--- config.mk ---
export PLATFORM = sky130hd
export DESIGN_NAME = spi_sclk_gen
export DESIGN_NICKNAME = d
export VERILOG_FILES = /design/src/rtl/spi_sclk_pkg.sv /design/src/rtl/spi_sclk_reload.sv /design/src/rtl/spi_sclk_count.sv /design/src/rtl/spi_sclk_edge.sv /design/src/rtl/spi_sclk_gen.sv
export SDC_FILE = /design/constraint.sdc
export NUM_CORES = 1
export LEC_CHECK = 0
export BUFFER_PORTS_ARGS = -buffer_cell sky130_fd_sc_hd__buf_4
export CAP_MARGIN = 40
export CORE_UTILIZATION = 37
export CTS_BUF_LIST = sky130_fd_sc_hd__clkbuf_4
export CTS_CLUSTER_SIZE = 40
export DETAILED_ROUTE_END_ITERATION = 7
export PLACE_DENSITY = 0.72
export SLEW_MARGIN = 25
export SYNTH_ARGS = -nofsm -noshare
export SYNTH_HDL_FRONTEND = slang
export SYNTH_SLANG_ARGS = --single-unit
--- constraint.sdc ---
create_clock -name clk -period 1.61 [get_ports clk]
set_input_delay 0.2415 -clock clk [delete_from_list [all_inputs] [get_ports clk]]
set_output_delay 0.2415 -clock clk [all_outputs]
set_load 0.02 [all_outputs]
--- src/rtl/spi_sclk_pkg.sv ---
package spi_sclk_pkg;
  localparam int EXP_W = 3;
  localparam int LIN_W = 8;
  // counter must hold the longer half period of either path
  localparam int CNT_W = ((2 ** EXP_W) > LIN_W) ? (2 ** EXP_W) : LIN_W;

  typedef struct packed {
    logic             sel_lin;
    logic [EXP_W-1:0] pow2_exp;
    logic [LIN_W-1:0] lin_div;
  } div_cfg_t;
endpackage

--- src/rtl/spi_sclk_reload.sv ---
module spi_sclk_reload
  import spi_sclk_pkg::*;
(
  input  div_cfg_t         cfg,
  output logic [CNT_W-1:0] reload
);
  logic [EXP_W:0]   shamt;
  logic [CNT_W-1:0] pow_half;

  // half period of the exponential path is 2^(N+1); a shift past the
  // top bit yields zero and the decrement wraps to all ones
  always_comb begin
    shamt    = {1'b0, cfg.pow2_exp} + {{EXP_W{1'b0}}, 1'b1};
    pow_half = CNT_W'(1) << shamt;
    if (cfg.sel_lin)
      reload = CNT_W'(cfg.lin_div);
    else
      reload = pow_half - CNT_W'(1);
  end
endmodule

--- src/rtl/spi_sclk_count.sv ---
module spi_sclk_count
  import spi_sclk_pkg::*;
(
  input  logic             clk,
  input  logic             rst,
  input  logic             en,
  input  logic [CNT_W-1:0] reload,
  output logic             tick
);
  logic [CNT_W-1:0] cnt;

  assign tick = en && (cnt == '0);

  // reload is sampled only while idle or at terminal count
  always_ff @(posedge clk) begin
    if (rst || !en)
      cnt <= reload;
    else if (cnt == '0)
      cnt <= reload;
    else
      cnt <= cnt - CNT_W'(1);
  end
endmodule

--- src/rtl/spi_sclk_edge.sv ---
module spi_sclk_edge (
  input  logic clk,
  input  logic rst,
  input  logic en,
  input  logic cpol,
  input  logic tick,
  output logic sclk,
  output logic lead_stb,
  output logic trail_stb
);
  always_ff @(posedge clk) begin
    if (rst || !en) begin
      sclk      <= cpol;
      lead_stb  <= 1'b0;
      trail_stb <= 1'b0;
    end else begin
      lead_stb  <= tick && (sclk == cpol);
      trail_stb <= tick && (sclk != cpol);
      if (tick)
        sclk <= ~sclk;
    end
  end
endmodule

--- src/rtl/spi_sclk_gen.sv ---
module spi_sclk_gen
  import spi_sclk_pkg::*;
(
  input  logic             clk,
  input  logic             rst,
  input  logic             en,
  input  logic             cpol,
  input  logic             sel_lin,
  input  logic [EXP_W-1:0] pow2_exp,
  input  logic [LIN_W-1:0] lin_div,
  output logic             sclk,
  output logic             lead_stb,
  output logic             trail_stb
);
  div_cfg_t         cfg;
  logic [CNT_W-1:0] reload;
  logic             tick;

  assign cfg = '{sel_lin: sel_lin, pow2_exp: pow2_exp, lin_div: lin_div};

  spi_sclk_reload u_reload (.cfg(cfg), .reload(reload));

  spi_sclk_count u_count (
    .clk(clk), .rst(rst), .en(en), .reload(reload), .tick(tick)
  );

  spi_sclk_edge u_edge (
    .clk(clk), .rst(rst), .en(en), .cpol(cpol), .tick(tick),
    .sclk(sclk), .lead_stb(lead_stb), .trail_stb(trail_stb)
  );
endmodule

==> After elaboration in Yosys (flattened, before gate mapping) <==
Index checks and enable logic that the tools add are counted.
{ "totals": {"register_bits": 11, "elab_cells": 23} }
{ "classes": {"addsub": 3, "n_eq_ne": 2, "shifts": 1, "muxes": 5, "n_bitwise": 1, "n_reduce_logical": 7} }
{ "ops": {"columns": ["op", "count"], "rows": [
  ["$mux 8", 3],
  ["$sub 8x1->8 const B", 2],
  ["$logic_not 8->1", 1],
  ["$shl 1x4->8 const A", 1],
  ["$add 3x1->4 const B", 1],
  ["$logic_and 1x1->1", 3],
  ["$mux 1", 2],
  ["$reduce_bool 2->1", 1],
  ["$eq 1x1->1", 1],
  ["$logic_not 1->1", 1],
  ["$logic_or 1x1->1", 1],
  ["$ne 1x1->1", 1],
  ["$not 1->1", 1]
]} }

==> Longest topological paths before layout <==
Gate-level depths: netlist (run 1).
{ "logic_depth": {"word_depth": 6, "mapped_depth": 7} }

==> Hierarchy <==
From an unflattened synthesis (run 1), not the netlist that was laid out.
{ "unflattened": {"hier_cells": 91, "area_unflattened_um2": 783.3} }
{ "modules_own_cells": {"columns": ["module", "instances", "cells_each", "area_each_um2", "seq_area_each_um2"], "rows": [
  ["spi_sclk_count", 1, 47, 464.2, 160.2],
  ["spi_sclk_reload", 1, 33, 195.2, 0.0],
  ["spi_sclk_edge", 1, 11, 123.9, 70.1]
]} }

==> Least setup slack after synthesis (run 1) <==
Ideal clock, no wire load.
{ "synth_path": {"kind": "input-to-reg", "start": "in pow2_exp[1]", "end": "reg u_count.cnt[6]", "setup_ps": 130, "arrival_ps": 1596, "path_slack_ps": -116, "cell_stages": 7, "n_path_buf": 1, "cell_sequence": "clkbuf_1 > or3_1 > ha_1 > or3b_2 > a21oi_1 > a311oi_1 > o22ai_1"} }
{ "synth_via": {"elab_chain_cells": 6} }
{ "synth_lines": {"columns": ["element", "line_no", "text"], "rows": [
  ["start: declaration", "spi_sclk_gen.sv:9", "input logic [EXP_W-1:0] pow2_exp,"],
  ["$add 3x1->4 (*)", "spi_sclk_reload.sv:13", "shamt = {1'b0, cfg.pow2_exp} + {{EXP_W{1'b0}}, 1'b1};"],
  ["$shl 1x4->8 (*)", "spi_sclk_reload.sv:14", "pow_half = CNT_W'(1) << shamt;"],
  ["$sub 8x1->8 (*)", "spi_sclk_reload.sv:18", "reload = pow_half - CNT_W'(1);"],
  ["$mux 8 (*)", "spi_sclk_reload.sv:15", "if (cfg.sel_lin)"],
  ["$mux 8", "spi_sclk_count.sv:18", "else if (cnt == '0)"],
  ["$mux 8 (*)", "spi_sclk_count.sv:16", "if (rst || !en)"],
  ["end signal: assignment", "spi_sclk_count.sv:17", "cnt <= reload;"],
  ["end signal: assignment", "spi_sclk_count.sv:19", "cnt <= reload;"],
  ["end signal: assignment", "spi_sclk_count.sv:21", "cnt <= cnt - CNT_W'(1);"],
  ["end: declaration", "spi_sclk_count.sv:10", "logic [CNT_W-1:0] cnt;"]
]} }
Mark *: on every way between the ends. The rest lies on a longest branch, timed or not.
A chain may end at the register's enable or synchronous reset.

==> Worst setup path after layout (run 1) <==
{ "layout_path": {"start": "reg u_count.cnt[3]", "end": "reg u_edge.sclk, enable pin"} }
{ "layout_via": {"elab_chain_cells": 3} }
{ "layout_lines": {"columns": ["element", "line_no", "text"], "rows": [
  ["$logic_not 8->1", "spi_sclk_count.sv:12", "assign tick = en && (cnt == '0);"],
  ["$logic_and 1x1->1", "spi_sclk_count.sv:12", null],
  ["$reduce_bool 2->1 (no source line)", null, null],
  ["end signal: assignment", "spi_sclk_edge.sv:13", "sclk <= cpol;"],
  ["end signal: assignment", "spi_sclk_edge.sv:20", "sclk <= ~sclk;"],
  ["end: declaration", "spi_sclk_edge.sv:7", "output logic sclk,"]
]} }
Every way passes these cells.

==> flow_metrics.py, run 1 <==
metrics = {
    "finish": {
        "synthToLayoutAreaGrowth_pct": 38.2,
        "diodes": 0,
        "utilization_pct": 55.2,
        "drive_gt1_share_pct": 36.0,
        "final_nets": 131,
        "fillers": 177,
    },
    "cts": {
        "numCtsBuffers": 3,
        "htreeDepth": 1,
        "cts.sinks": 11,
        "clock_latency_ps": 270,
        "cts_tree": "built",
        "clk_pin_slew_ps": 70,
        "clockRootBuffer": "clkbuf_4",
        "clock_path_buffers": 2,
        "hold_buffers": 0,
    },
    "grt": {
        "antenna_found_initial": 0,
        "grt_pass1_wl_um": 2450,
        "grt_pass1_vias": 652,
        "grt_max_degree": 10,
        "grt_overflow_total": 0,
        "grt_usage_pct": 17.3,
    },
    "sta": {
        "tns_ps": -7.61,
        "grt_setup_unrepaired": "true",
        "slew_violations": 0,
        "fmaxAchievable_ghz": 0.618,
        "post-route-period-util_pct": 100,
        "fin_ws_ps": -6.87,
        "fin_skew_ps": 5.21,
        "hold_viol": 0,
        "setup_viol": 2,
        "finalCriticalPeriod_ps": 1620,
    },
    "detailed_routing": {
        "drc_errors": 0,
        "drtAntennaViolNets": 0,
        "viasPerCell": 4.82,
        "vias": 656,
        "drt_iter0_markers": 9,
        "drt-pass1-iter-count": 4,
        "wl_um": 1490,
        "wl_per_cell_um": 10.9,
    },
    "yosys": {
        "avgSynthCellArea_um2": 8.50,
        "synth_edf_count": 1,
        "synth_ff_type": "dfxtp_1",
        "synth_cells": 82,
        "ys_seq_elements": 11,
        "ys_warn_count": 0,
        "yosys-top-cells-area": "dfxtp_1 29%, xnor2_1 6.3%, ha_1 5.4%",
        "yosys-top-cells-count": "10 x dfxtp_1, 8 x nor2_1, 6 x a21oi_1",
        "yosys.area.top_type": "dfxtp_1",
        "yosysMostFrequentCell": "dfxtp_1",
        "syn_area_um2": 697,
        "syn_nets": 101,
        "ys_seq_area_share_pct": 33.0,
        "async_flop_share_pct": 0,
        "yosysUniqueCellTypes": 35,
        "synthDominantCellAreaShare_pct": 28.7,
    },
    "die": {
        "die_y_um": 45.4,
        "ioPinCount": 19,
        "initial_core_util_pct": 39.9,
        "die-area_um2": 2060,
        "rows": 15,
        "core_area_um2": 1750,
        "die_w_um": 45.4,
    },
    "critical_path": {
        "cp_top_family": "simple AND/OR/NAND/NOR gates",
        "critPathBufInv": 1,
        "crit_slowest_cell": "or4_4",
        "slowest_delay_ps": 580,
        "critPathMaxFanout": 4,
        "startpoint_type": "flop",
        "path_class": "flop to flop",
        "critPathArrivalTime_ps": 1620,
        "required_ps": 1610,
        "crit_chain": "or4_4, o31ai_4, buf_4",
        "end_kind": "flop",
    },
    "run_status": {
        "violations": "negative setup slack",
        "outcome": "complete, but fails checks",
    },
    "placement": {
        "place_ws_ps": -40.4,
        "portBuffers": 18,
        "gp_congestion": 0.697,
        "hpwl_um": 1200,
    },
    "run": {
        "cap_violations": 0,
    },
    "power": {
        "ir_worst_vdd_v": 0.000295,
        "leakagePower_nw": 0.413,
        "power.total_mw": 0.736,
        "cellPowerDensity_nw_per_um2": 764,
    },
    "min_path": {
        "min_path_type": "primary input to flop",
    },
}
-- power breakdown --
| part | internal, mW | total (mW) | switching, mW |
|---|---|---|---|
| logic | 0.111 | 0.202 | 0.0909 |
| clock network | 0.113 | 0.208 | 0.0947 |
| registers | 0.305 | 0.327 | 0.0220 |
-- per-stage QoR --
stage	instance area, um2	instances	hold WS, ps
floorplan	699	82	388
global placement	918	131	484
detailed placement	918	131	485
CTS	956	136	191
global route	963	136	223
finish	963	136	200
-- timing repair --
action,in CTS,in global routing
cloned,0,0
setup buffers,1,0
resized for setup,0,4
endpoints found under the setup margin,4,6
-- per-layer routing --
| layer | track usage (%) | vias up | part of all wire (%) | wire length [um] |
|---|---|---|---|---|
| met4 | 12.7 | 0 | 2.2 | 32 |
| met3 | 3.57 | 4 | 3.4 | 50 |
| met1 | 16.5 | 283 | 41 | 617 |
| li1 | - | 350 | - | - |
| met2 | 32.0 | 19 | 53 | 787 |
| met5 | 0 | - | 0 | 0 |
-- cell type report --
type / count / area (um2) / area share, %
sequential: 11 / 230 / 23.9
clock buffer: 4 / 30.0 / 3.12
inverter: 3 / 11.3 / 1.17
timing repair buffer: 29 / 225 / 23.4
tap: 25 / 31.3 / 3.25
multi-input combinational: 64 / 435 / 45.2
-- cells in the final DEF, fill, tap and decap left out, types with 2 or more instances in the layout --
master	netlist	layout
buf_4	0	27
dfxtp_1	10	10
nor2_1	8	8
a21oi_1	6	6
xnor2_1	5	5
nand2_1	4	4
clkbuf_4	0	4
inv_1	3	3
o21ai_0	5	3
o22ai_1	3	3
or3_1	2	2
nand2b_1	2	2
xor2_1	2	2
nor3b_1	2	2
mux2i_1	2	2
nor3_1	2	2
o211ai_1	2	2
o21ai_1	0	2
ha_1	3	2
buf_6	1	2
-- cell families (layout without fill, tap and decap cells) --
kind of cell             count (synthesis)  after routing  share of synthesized area (%)
XOR/XNOR                                 7              7                           8.80
buffers and inverters                    7             36                           4.85
adder cells (fa/ha/maj)                  3              3                           5.39
multiplexers                             2              2                           2.87
AND/OR/NAND/NOR                         29             29                           23.0
other                                    1              1                          0.538
flip-flops                              11             11                           33.0
AO/OA/AOI/OAI                           22             22                           21.5
-- worst reg2reg max path, delay by kind of cell, from the launching register on --
kind            cells  cell delay (ps)
flops               1              320
buf+inv             1              170
compound gates      1              290
simple gates        1              580
-- flip-flops by register name (all words and copies together) (netlist names) --
register	count
u_edge.trail_stb	1
u_edge.sclk	1
u_edge.lead_stb	1
u_count.cnt	8
-- path summary, 6_finish.rpt --
| check | slack (ps) | start | endpoint | cells past startpoint |
|---|---|---|---|---|
| worst max-delay path | -7 | u_count.cnt[3] | u_edge.sclk | 3 |
| worst min register to register | 590 | u_edge.sclk | u_edge.trail_stb | 2 |
| worst max register to register | -7 | u_count.cnt[3] | u_edge.sclk | 3 |
| worst min-delay path | 200 | lin_div[1] | u_count.cnt[1] | 3 |
Power figures use the tool's default switching activity.
==> inputs of run 2 (changes only) <==
- ABC_AREA: default -> 1
- CTS_BUF_LIST: sky130_fd_sc_hd__clkbuf_4 -> sky130_fd_sc_hd__clkbuf_8
- PLACE_DENSITY: 0.72 -> 0.71
==> flow_metrics.py, run 2 <==
metrics = {
    "power": {
        "leakagePower_nw": 0.497,
        "ir_worst_vdd_v": 0.000310,
        "cellPowerDensity_nw_per_um2": 802,
    },
    "detailed_routing": {
        "wl_met3_um": 74,
        "dr.max_layer_used": "met4",
        "wl_um": 1450,
        "drc_errors": 0,
        "met1_length_um": 636,
        "viasPerCell": 4.60,
        "vias": 773,
        "drtAntennaViolNets": 0,
        "drt-pass1-iter-count": 4,
        "drt_iter0_markers": 22,
        "wl_per_cell_um": 8.65,
        "wl_met2_um": 729,
    },
    "sta": {
        "grt_setup_unrepaired": "false",
        "tns_ps": 0,
        "setup_viol": 0,
        "finalCriticalPeriod_ps": 1300,
        "post-route-period-util_pct": 80.9,
        "fmaxAchievable_ghz": 0.768,
        "fin_skew_ps": 1.67,
        "whs_ps": 283,
        "hold_viol": 0,
        "slew_violations": 0,
    },
    "critical_path": {
        "path_class": "flop to flop",
        "end_kind": "flop",
        "r2r_setup_slack_ps": 310,
        "crit_chain": "inv_1, ha_1, nand2_1, nor2_2, nand2_4, nand2_8, nand3_1, nand2_1, inv_1",
        "cp_top_family": "simple AND/OR/NAND/NOR gates",
        "crit_slowest_cell": "dfxtp_1",
        "critPathMaxFanout": 10,
        "critPathBufInv": 2,
        "critPathArrivalTime_ps": 1440,
        "slowest_delay_ps": 290,
        "startpoint_type": "flop",
        "required_ps": 1740,
    },
    "yosys": {
        "synth_ff_type": "dfxtp_1",
        "async_flop_share_pct": 0,
        "yosys-top-cells-area": "dfxtp_1 26%, nand2_1 14%, nor2_1 9.1%",
        "syn_area_um2": 783,
        "synth_edf_count": 1,
        "yosys-top-cells-count": "30 x nand2_1, 19 x nor2_1, 11 x inv_1",
        "syn_nets": 139,
        "yosysMostFrequentCell": "nand2_1",
        "synth_cells": 120,
        "synthDominantCellAreaShare_pct": 25.6,
        "ys_warn_count": 0,
        "ys_seq_area_share_pct": 29.4,
        "ys_seq_elements": 11,
        "yosys.area.top_type": "dfxtp_1",
        "avgSynthCellArea_um2": 6.53,
        "yosysUniqueCellTypes": 24,
    },
    "cts": {
        "htreeDepth": 1,
        "cts_tree": "built",
        "clk_pin_slew_ps": 50,
        "clockRootBuffer": "clkbuf_8",
        "hold_buffers": 0,
        "clock_latency_ps": 230,
        "numCtsBuffers": 3,
        "cts.repair.resized": 0,
        "cts_setup_buffers": 0,
        "cts.sinks": 11,
        "clock_path_buffers": 2,
    },
    "grt": {
        "antenna_found_initial": 0,
        "grt_overflow_total": 0,
        "grt_pass1_wl_um": 2370,
        "grt_pass1_vias": 632,
        "grt_usage_pct": 15.2,
        "grt_max_degree": 11,
    },
    "finish": {
        "utilization_pct": 49.7,
        "drive_gt1_share_pct": 26.2,
        "final_nets": 161,
        "synthToLayoutAreaGrowth_pct": 25.9,
        "final_common_cell": "nand2_1",
        "final_cell_mix": "30 x nand2_1, 19 x nor2_1, 18 x buf_4, 12 x inv_1",
        "largest_register_ffs": 8,
        "diodes": 0,
        "top_register": "u_count.cnt",
    },
    "run_status": {
        "outcome": "finished, final reports clean",
    },
    "placement": {
        "portBuffers": 18,
        "gp_congestion": 0.860,
        "hpwl_um": 1240,
    },
    "die": {
        "rows": 16,
        "die-area_um2": 2300,
        "die_w_um": 48.0,
        "initial_core_util_pct": 39.5,
        "core_area_um2": 1980,
        "die_y_um": 48.0,
        "ioPinCount": 19,
    },
    "run": {
        "cap_violations": 0,
    },
    "min_path": {
        "min_path_type": "primary input to flop",
    },
}
==> run 2: changes by cell type after synthesis, moves of 4 or more <==
cell	change
nor2_1	+11
nand2_1	+26
inv_2	+4
inv_1	+8
a21oi_1	-4
nand3_1	+9
o21ai_0	+4
==> run 2: report_power, final <==
part           internal [mW]  total, mW  switching [mW]
clock network          0.167      0.267           0.100
registers              0.305      0.328          0.0229
logic                 0.0863      0.196           0.109
total                  0.558      0.791           0.233
==> run 2: worst paths after layout <==
kind	end	startpoint	depth (start not counted)
worst max-delay path	u_count.cnt[2]	u_count.cnt[0]	9
worst min-delay path	u_edge.lead_stb	rst	4
worst max register to register	u_count.cnt[2]	u_count.cnt[0]	9
worst min register to register	u_count.cnt[7]	u_count.cnt[7]	4
==> run 2: layer usage <==
layer  GRT usage (%)  vias up
met5               0        -
met4            8.89        0
met3            3.40        2
met2            25.9       16
met1            17.1      338
li1                -      417
==> run 2: worst min-delay path: stages <==
cell and delay [ps]:
buf_4 90, nor2_4 50, nand2_1 60, nor2_1 30
==> run 2: cells by family (layout without fill, tap and decap cells) <==
kind of cell,count (synthesis),count (layout),share of synthesized area [%]
simple gates,71,71,42.3
buf+inv,17,38,9.74
compound gates,13,13,8.79
flops,11,11,29.4
xor+xnor,4,4,4.47
fa+ha+maj,3,3,4.79
other cells,1,1,0.479
==> run 2: final cells by class <==
cell class / count / area (um2)
clock buffers: 3 / 41.3
clock inverters: 1 / 3.75
fillers: 202 / 996
inverters: 16 / 65.1
multi-input cells: 92 / 477
flip-flops and latches: 11 / 230
well taps: 27 / 33.8
repair buffers: 18 / 135
==> run 2: through the flow <==
stage	setup slack [ps]	std cells	power (mW)	instance area [um2]
floorplan	415	120	0.469	783
global placement	319	164	0.526	941
detailed placement	306	164	0.530	941
CTS	296	168	0.805	986
global route	189	168	0.852	986
finish	307	168	0.791	986
